--- config.mk ---
export PLATFORM = sky130hd
export DESIGN_NAME = ser_reg_bank
export DESIGN_NICKNAME = d
export VERILOG_FILES = /design/src/rtl/srb_pkg.sv /design/src/rtl/srb_ctrl.sv /design/src/rtl/srb_datapath.sv /design/src/rtl/ser_reg_bank.sv
export SDC_FILE = /design/constraint.sdc
export NUM_CORES = 1
export LEC_CHECK = 0
export ABC_AREA = 1
export CORE_MARGIN = 2
export CORE_UTILIZATION = 51
export DETAILED_ROUTE_END_ITERATION = 10
export GPL_TIMING_DRIVEN = 0
export MAX_ROUTING_LAYER = met4
export PLACE_DENSITY = 0.8
export SKIP_LAST_GASP = 1
export SYNTH_ARGS = -nofsm -noshare
export SYNTH_HDL_FRONTEND = slang
export SYNTH_SLANG_ARGS = --single-unit
--- constraint.sdc ---
create_clock -name clk -period 1.7 [get_ports clk]
set_clock_uncertainty 0.1 [all_clocks]
set_input_delay 0.255 -clock clk [delete_from_list [all_inputs] [get_ports clk]]
set_output_delay 0.255 -clock clk [all_outputs]
set_load 0.005 [all_outputs]
--- src/rtl/srb_pkg.sv ---
`timescale 1ns/1ps
package srb_pkg;
  // Control strobes handed from the edge-detect logic to the datapath.
  typedef struct packed {
    logic shiftEn;   // one-cycle pulse: take shiftBit into the word
    logic shiftBit;  // synchronised serial data
    logic commit;    // one-cycle pulse: select released
  } strobe_t;
endpackage

--- src/rtl/srb_ctrl.sv ---
`timescale 1ns/1ps
module srb_ctrl
  import srb_pkg::*;
#(
  parameter int SYNC_DEPTH = 2
) (
  input  logic    clk,
  input  logic    rst,
  input  logic    csN,
  input  logic    sclk,
  input  logic    sdi,
  output strobe_t strobes
);
  localparam int TOP = SYNC_DEPTH - 1;

  logic [SYNC_DEPTH-1:0] csPipe, sclkPipe, sdiPipe;
  logic csLast, sclkLast;

  always_ff @(posedge clk) begin
    if (rst) begin
      csPipe   <= '1;
      sclkPipe <= '0;
      sdiPipe  <= '0;
      csLast   <= 1'b1;
      sclkLast <= 1'b0;
    end else begin
      csPipe   <= {csPipe[TOP-1:0], csN};
      sclkPipe <= {sclkPipe[TOP-1:0], sclk};
      sdiPipe  <= {sdiPipe[TOP-1:0], sdi};
      csLast   <= csPipe[TOP];
      sclkLast <= sclkPipe[TOP];
    end
  end

  always_comb begin
    strobes.shiftEn  = sclkPipe[TOP] & ~sclkLast & ~csPipe[TOP];
    strobes.shiftBit = sdiPipe[TOP];
    strobes.commit   = csPipe[TOP] & ~csLast;
  end
endmodule

--- src/rtl/srb_datapath.sv ---
`timescale 1ns/1ps
module srb_datapath
  import srb_pkg::*;
#(
  parameter int NUM_REGS = 13,
  parameter int DATA_W   = 14,
  parameter int ADDR_W   = 4,
  parameter logic [NUM_REGS*DATA_W-1:0] RESET_VALS = '0
) (
  input  logic                       clk,
  input  logic                       rst,
  input  strobe_t                    strobes,
  output logic [NUM_REGS*DATA_W-1:0] regBank
);
  localparam int WORD_W = DATA_W + ADDR_W;

  logic [WORD_W-1:0] shiftWord;
  logic [ADDR_W-1:0] tgtAddr;
  logic [DATA_W-1:0] tgtData;

  assign tgtAddr = shiftWord[ADDR_W-1:0];
  assign tgtData = shiftWord[WORD_W-1:ADDR_W];

  always_ff @(posedge clk) begin
    if (rst)
      shiftWord <= '0;
    else if (strobes.shiftEn)
      shiftWord <= {shiftWord[WORD_W-2:0], strobes.shiftBit};
  end

  for (genvar g = 0; g < NUM_REGS; g++) begin : g_reg
    logic [DATA_W-1:0] val;
    logic hit;
    assign hit = strobes.commit && (tgtAddr == ADDR_W'(g));
    always_ff @(posedge clk) begin
      if (rst)
        val <= RESET_VALS[g*DATA_W +: DATA_W];
      else if (hit)
        val <= tgtData;
    end
    assign regBank[g*DATA_W +: DATA_W] = val;
  end
endmodule

--- src/rtl/ser_reg_bank.sv ---
`timescale 1ns/1ps
module ser_reg_bank
  import srb_pkg::*;
#(
  parameter int NUM_REGS   = 13,
  parameter int DATA_W     = 14,
  parameter int ADDR_W     = 4,
  parameter int SYNC_DEPTH = 2,
  parameter logic [NUM_REGS*DATA_W-1:0] RESET_VALS = {
    14'h007F, 14'h0000, 14'h03C0, 14'h0022, 14'h0003, 14'h0000, 14'h1C00,
    14'h1824, 14'h3333, 14'h30A2, 14'h1007, 14'h3000, 14'h1140}
) (
  input  logic                       clk,
  input  logic                       rst,
  input  logic                       csN,
  input  logic                       sclk,
  input  logic                       sdi,
  output logic [NUM_REGS*DATA_W-1:0] regBank
);
  strobe_t strobes;

  srb_ctrl #(.SYNC_DEPTH(SYNC_DEPTH)) u_ctrl (
    .clk(clk), .rst(rst), .csN(csN), .sclk(sclk), .sdi(sdi), .strobes(strobes)
  );

  srb_datapath #(
    .NUM_REGS(NUM_REGS), .DATA_W(DATA_W), .ADDR_W(ADDR_W), .RESET_VALS(RESET_VALS)
  ) u_dp (
    .clk(clk), .rst(rst), .strobes(strobes), .regBank(regBank)
  );
endmodule

* After elaboration in Yosys (flattened, before gate mapping)
Index checks and enable logic that the tools add are counted.
Word-level totals: flip-flop bits (word level) 208, input bits 5, output and inout port bits 182
Cells by class: eq/ne operators 12, bitwise logic cells 6, reduce and logical (&&, ||, !) cells 14
Operators by type and width (number):
- equality test 4 bit, second input constant | 5
- equality test 4 x 3 -> 1 bit, second input constant | 4
- logical AND 1 bit | 13
- equality test 4 x 2 -> 1 bit, second input constant | 2
- equality test 4 x 1 -> 1 bit, second input constant | 1
- zero test 4 bit | 1
- AND 1 bit | 3
- inverter 1 bit | 3

* Depth between registers and ports, before layout
Gate-level depths: netlist (run 1).
word-level depth 3, depth in mapped cells 8, gate-level depth less buffers 7

* Cells and area by module
From an unflattened synthesis (run 1), not the netlist that was laid out.
Second synthesis, totals: cell total of the unflattened synthesis 1085, area, all modules 7728.7 µm²
By module, submodules not included:
- srb_datapath | instances 1, cells each 1059, area an instance 7489.7 µm², sequential area each 4003.8 µm²
- srb_ctrl | instances 1, cells each 26, area an instance 239.0 µm², sequential area each 160.2 µm²

* Worst setup path after synthesis (run 1)
Ideal clock, no wire load.
kind register to register, start point reg u_dp.shiftWord[2], end point reg u_dp.g_reg[7].val[10], setup time 113 ps, arrival 1196 ps, data required time 1487 ps, path slack 291 ps, stages on the path, launching flop included 8, buffers on the path 2, clock period less this slack 1409 ps, cells stage by stage dfxtp_1 -> inv_2 -> nor2_4 -> buf_2 -> buf_2 -> nand3_1 -> nand2_1 -> nor2_1
Between the ends: longest elaborated chain between the ends 2
RTL lines:
- start: declaration | RTL line srb_datapath.sv:17 | logic [WORD_W-1:0] shiftWord;
- start signal: assignment | RTL line srb_datapath.sv:28 | shiftWord <= {shiftWord[WORD_W-2:0], strobes.shiftBit};
- equality test 4 x 3 -> 1 bit | RTL line srb_datapath.sv:34 | assign hit = strobes.commit && (tgtAddr == ADDR_W'(g));
- logical AND 1 bit | RTL line srb_datapath.sv:34
- end signal: assignment | RTL line srb_datapath.sv:37 | val <= RESET_VALS[g*DATA_W +: DATA_W];
- end signal: assignment | RTL line srb_datapath.sv:39 | val <= tgtData;
- end: declaration | RTL line srb_datapath.sv:32 | logic [DATA_W-1:0] val;
No other way between the ends. A chain may end at the register's enable or synchronous reset.

* Worst setup path in the final report (run 1)
start point reg u_dp.shiftWord[0], end point reg u_dp.g_reg[8].val[0]
Between the ends: longest elaborated chain between the ends 2
RTL lines (RTL line):
- equality test 4 bit | srb_datapath.sv:34
- logical AND 1 bit | srb_datapath.sv:34
- end signal: assignment | srb_datapath.sv:37
- end signal: assignment | srb_datapath.sv:39
- end: declaration | srb_datapath.sv:32
No other way between the ends.

==> results.toml, run 1 <==
[final_layout]
drive_gt1_share_pct = 11.1
final_common_cell = "nand2_1"
nNetsFinal = 1512
diodes = 0
final_cell_mix = "nand2_1, nand3_1, inv_1"
final_core_util_pct = 70.8
area_delta_synth_final_pct = 35.5
fillCellCount = 1423

[yosys]
postSynthCellCount = 1299
synth_area_um2 = 8660
ys_seq_elements = 208
yosysTopAreaCell = "dfxtp_1"
synth_nets = 1304
yosys.area.top_type_share_pct = 48.1
synth.yosys.seq_area_share_pct = 48.1
yosysWarningCount = 0
ys_types = 17
syn_avg_cell_area_um2 = 6.67
yosys-top-cells-area = "dfxtp_1, nand2_1, nand3_1"

[sta]
fmax_mhz = 595
worst_slew_pin_slew_ns = 0.798
finalSetupTns_ns = 0
setup_viol = 0
finalHoldViolCount = 0
max_slew_margin_pct = 46.8
rsz0062_at_grt = "yes"
period_minus_slack_ns = 1.68
post-route-period-util_pct = 98.9
drv_slew = 0

[worst_setup_path]
arrival_ns = 1.96
endpoint_kind = "flip-flop"
crit_path_max_fanout = 10
cpMostUsedCell = "nand3_1"
worstSetupPathType = "flip-flop to flip-flop"
slowest_delay_ns = 0.37
cpMaxStageDelayCell = "dfxtp_2"
crit_required_ns = 1.98
cp_cell_sequence = "nor2_1 -> nand3_1 -> buf_4 -> nand2_1 -> nand3_1"
startpoint_type = "flip-flop"

[outcome]
status = "complete, no violations"

[grt]
grt_pass1_wl_mm = 41.3
grt_pass1_vias = 7932
gr-total-overflow = 0
track_usage_pct = 29.9
antenna_found_initial = 0
grt_max_degree = 15

[clock_network]
cts-root-buf = "clkbuf_16"
htreeDepth = 1
clk_pin_slew_ns = 0.06
numCtsBuffers = 22
clock_path_buffers = 3
cts_tree = "done"
clk-insertion-delay-late_ns = 0.50
numClockSinks = 208
ctsHoldBuffers = 0

[route]
first_pass_iters = 7
route.detailed.drc = 0
drtAntennaViolNets = 0
routed_wl_mm = 27.2
wl_per_cell_um = 15.7
vias = 8760
drtIter0Drc = 826
viasPerCell = 5.03

[floorplan]
rows = 47
die_x_um = 134
ioPinCount = 187
fp.dieH_um = 134
die_area_um2 = 18000
initial_core_util_pct = 52.2
design.core.area_um2 = 16600

[placement]
gp_congestion = 0.889
hpwl_mm = 18.2
portBuffers = 185

[pwr]
power.leakage_nw = 6.72
power_density_nw_per_um2 = 832
peakVddDrop_uv = 740

[flow_run]
drv_cap = 0

[min_path]
worstHoldPathType = "input pin to flip-flop"
[worst paths after layout]
| kind | from | endpoint | slack, ns | cells after the start |
|---|---|---|---|---|
| worst max register to register | u_dp.shiftWord[0]$_SDFFE_PP0P_ | u_dp.g_reg[8].val[0]$_SDFFE_PP1P_ | 0.02 | 5 |
| worst min register to register | u_ctrl.sclkPipe[0]$_SDFF_PP0_ | u_ctrl.sclkPipe[1]$_SDFF_PP0_ | 0.31 | 2 |
| worst min-delay path | rst | u_dp.shiftWord[0]$_SDFFE_PP0P_ | 0.06 | 2 |
| worst max-delay path | u_dp.shiftWord[0]$_SDFFE_PP0P_ | u_dp.g_reg[8].val[0]$_SDFFE_PP1P_ | 0.02 | 5 |
[critical path, delay by kind of cell (launching register included)]
kind	cells	cell delay (ns)
simple gates	4	0.80
flops	1	0.37
buf+inv	1	0.27
[cell usage after synthesis]
cell type    n
buf_4        1
nand3_2      3
clkbuf_2     1
or2_2        2
inv_2        4
nor2_1     195
buf_2       27
inv_1      221
clkinv_1     8
buf_1       11
nor2_4       2
clkbuf_1    39
nand2_1    323
dfxtp_1    208
nor2_2       6
a21oi_1     18
nand3_1    230
[area by class of cell]
type | count | area (µm²) | area share, %
Clock buffer | 32 | 659 | 5.62
Tap cell | 220 | 275 | 2.35
Multi-Input combinational cell | 779 | 3360 | 28.6
Buffer | 76 | 375 | 3.20
Timing Repair Buffer | 187 | 1920 | 16.4
Inverter | 233 | 888 | 7.57
Sequential cell | 208 | 4240 | 36.1
Clock inverter | 5 | 25.0 | 0.213
[stage by stage]
stage / worst slack [ns] / instances / cell area (µm²) / hold WS (ns) / power (mW)
after detailed placement: -0.285 / 1704 / 10800 / 0.303 / 5.27
after global routing: -0.0751 / 1740 / 11700 / 0.0670 / 10.0
after global placement: -0.218 / 1704 / 10800 / 0.295 / 5.26
final: 0.0189 / 1740 / 11700 / 0.0586 / 9.76
after floorplan: 0.291 / 1299 / 8660 / 0.259 / 5.18
after CTS: -0.0235 / 1740 / 11500 / 0.0350 / 9.77
[routing by layer]
layer | track usage (%) | part of all wire (%) | wire (µm) | vias up
li1 | - | - | - | 4299
met5 | - | 0 | 0 | -
met3 | 4.95 | 9.8 | 2670 | 94
met1 | 38.1 | 41 | 11100 | 3899
met2 | 46.4 | 45 | 12100 | 468
met4 | 14.1 | 5.0 | 1350 | 0
[power breakdown]
part	internal, mW	leakage (nW)	switching [mW]
Sequential	4.89	1.70	0.00932
Combinational	0.0830	4.68	0.181
Clock	2.67	0.344	1.93
Total	7.65	6.72	2.12
[logic make-up after synthesis]
kind of cell	synth area share (%)
AOI/OAI and AO/OA	1.04
buffers and inverters	14.0
DFF	48.1
and+or+nand+nor	36.9
[repair_timing]
| action | in CTS | in global routing |
|---|---|---|
| setup buffers | 0 | 2 |
| gates resized for setup | 180 | 119 |
| gates cloned | 0 | 0 |
| endpoints found under the setup margin | 278 | 250 |
| pin swaps | 0 | 3 |
[registers in the layout, indices dropped and copies added, names as in the netlist]
register and flops:
u_dp.g.val 182, u_dp.shiftWord 18, u_ctrl.csPipe 2, u_ctrl.sclkPipe 2
u_ctrl.sdiPipe 2, u_ctrl.csLast 1, u_ctrl.sclkLast 1
No activity file was read; power rests on OpenSTA's default activity.
==> run 2, diff against run 1 <==
- HOLD_SLACK_MARGIN: not set -> 0.08
==> run 2 against run 1 <==
  * Count of clock-buffer cells in the layout unchanged
  * Power about the same
  * Core utilization up 0.060 points
  * Via count about the same
  * Clock power about the same
  * Sequential share of layout area about the same
  * Register-to-register slack about the same
  * Hold slack better by 0.042 ns
  * Critical endpoint is now regBank[55]
  * Largest cell class unchanged
==> results.toml, run 2 (same netlist as run 1, synthesis figures left out) <==
[outcome]
status = "complete, no violations"

[sta]
finalSetupTns_ns = 0
worst_slew_pin_slew_ns = 0.774
post-route-period-util_pct = 98.5
period_minus_slack_ns = 1.68
rsz0062_at_grt = "yes"
max_slew_margin_pct = 48.4
fmax_mhz = 597
drv_slew = 0
setup_viol = 0
finalHoldViolCount = 0

[final_layout]
final_area_um2 = 11700
regMostFlops = "u_dp.g.val"
area_delta_synth_final_pct = 35.6
nNetsFinal = 1513
final_common_cell = "nand2_1"
drive_gt1_share_pct = 11.1
largestRegisters = "u_dp.g.val (182), u_dp.shiftWord (18)"
largest_register_ffs = 182
final_cell_mix = "nand2_1, nand3_1, inv_1"
diodes = 0

[grt]
gr-total-overflow = 0
grt_pass1_vias = 7932
track_usage_pct = 29.9
grt_max_degree = 15
antenna_found_initial = 0
grt_pass1_wl_mm = 41.3

[floorplan]
die_area_um2 = 18000
design.core.area_um2 = 16600
die_x_um = 134
ioPinCount = 187
rows = 47
fp.dieH_um = 134
initial_core_util_pct = 52.2

[pwr]
power_density_nw_per_um2 = 830
power.leakage_nw = 6.72
peakVddDrop_uv = 739

[clock_network]
numClockSinks = 208
numCtsBuffers = 22
clock_path_buffers = 3
cts-root-buf = "clkbuf_16"
cts_tree = "done"
clk_pin_slew_ns = 0.06
clk-insertion-delay-late_ns = 0.50
htreeDepth = 1

[worst_setup_path]
worstSetupPathType = "flip-flop to output pin"
cpMaxStageDelayCell = "clkdlybuf4s50_1"
arrival_ns = 1.32
path_buf_inv = 1
slowest_delay_ns = 0.50
crit_path_max_fanout = 2
endpoint_kind = "output pin"
cp_cell_sequence = "clkdlybuf4s50_1"
crit_required_ns = 1.34
startpoint_type = "flip-flop"
critPathTopFamily = "buffers and inverters"

[route]
drtIter0Drc = 854
routed_wl_mm = 27.3
wl_per_cell_um = 15.7
route.detailed.drc = 0
drtAntennaViolNets = 0
vias = 8768
first_pass_iters = 5
viasPerCell = 5.04

[placement]
dpl_cell_area_um2 = 10800
gp_congestion = 0.889
portBuffers = 185
hpwl_mm = 18.2

[flow_run]
drv_cap = 0

[min_path]
worstHoldPathType = "input pin to flip-flop"
[run 2: cell types whose count changed in the layout (fill, tap and decap cells not counted), sizes merged]
cell and delta:
dlygate4sd3 +1
[run 2: layout make-up]
cell class,count,area [µm²]
sequential,208,4240
multi-input combinational,779,3360
fill,1422,4840
clock inverter,5,25.0
clock buffer,32,659
buffer,76,375
timing repair buffer,188,1930
inverter,233,888
tap,220,275
[run 2: what timing repair did]
item | in CTS | in global routing
buffers inserted | 0 | 2
gates resized for setup | 180 | 119
pin swaps | 0 | 3
endpoints found under the hold margin | 3 | 3
setup endpoints to repair | 278 | 250
[run 2: path summary, 6_finish.rpt]
path	start	end	slack, ns	cells after the start
hold / removal	rst	u_ctrl.csPipe[1]$_SDFF_PP1_	0.10	2
setup reg to reg	u_ctrl.csPipe[1]$_SDFF_PP1_	u_dp.g_reg[0].val[11]$_SDFFE_PP0P_	0.02	8
hold reg to reg	u_ctrl.sclkPipe[0]$_SDFF_PP0_	u_ctrl.sclkPipe[1]$_SDFF_PP0_	0.31	2
setup / recovery	u_dp.g_reg[3].val[13]$_SDFFE_PP1P_	regBank[55]	0.02	1
[run 2: layer usage]
metal / GRT usage (%) / share of wire (%) / up-vias
met2: 46.4 / 45 / 455
met3: 4.95 / 9.6 / 75
li1: - / - / 4303
met1: 38.1 / 41 / 3935
met4: 14.1 / 4.4 / 0
met5: - / 0 / -
[run 2: where the power goes]
part | internal, mW | switching (mW) | leakage, nW
sequential | 4.89 | 0.00935 | 1.70
clock | 2.67 | 1.92 | 0.344
combinational | 0.0845 | 0.182 | 4.68
[run 2: per-stage QoR]
step / worst slack (ns) / power, mW / utilization [%] / hold slack [ns] / cells
after floorplan: 0.291 / 5.18 / - / 0.259 / 1299
after global placement: -0.218 / 5.26 / 65.1 / 0.295 / 1704
after detailed placement: -0.285 / 5.27 / 65.1 / 0.303 / 1704
after CTS: -0.0235 / 9.77 / 69.1 / 0.0350 / 1740
after global routing: -0.0751 / 10.1 / 70.8 / 0.105 / 1741
final: 0.0250 / 9.75 / 70.8 / 0.100 / 1741
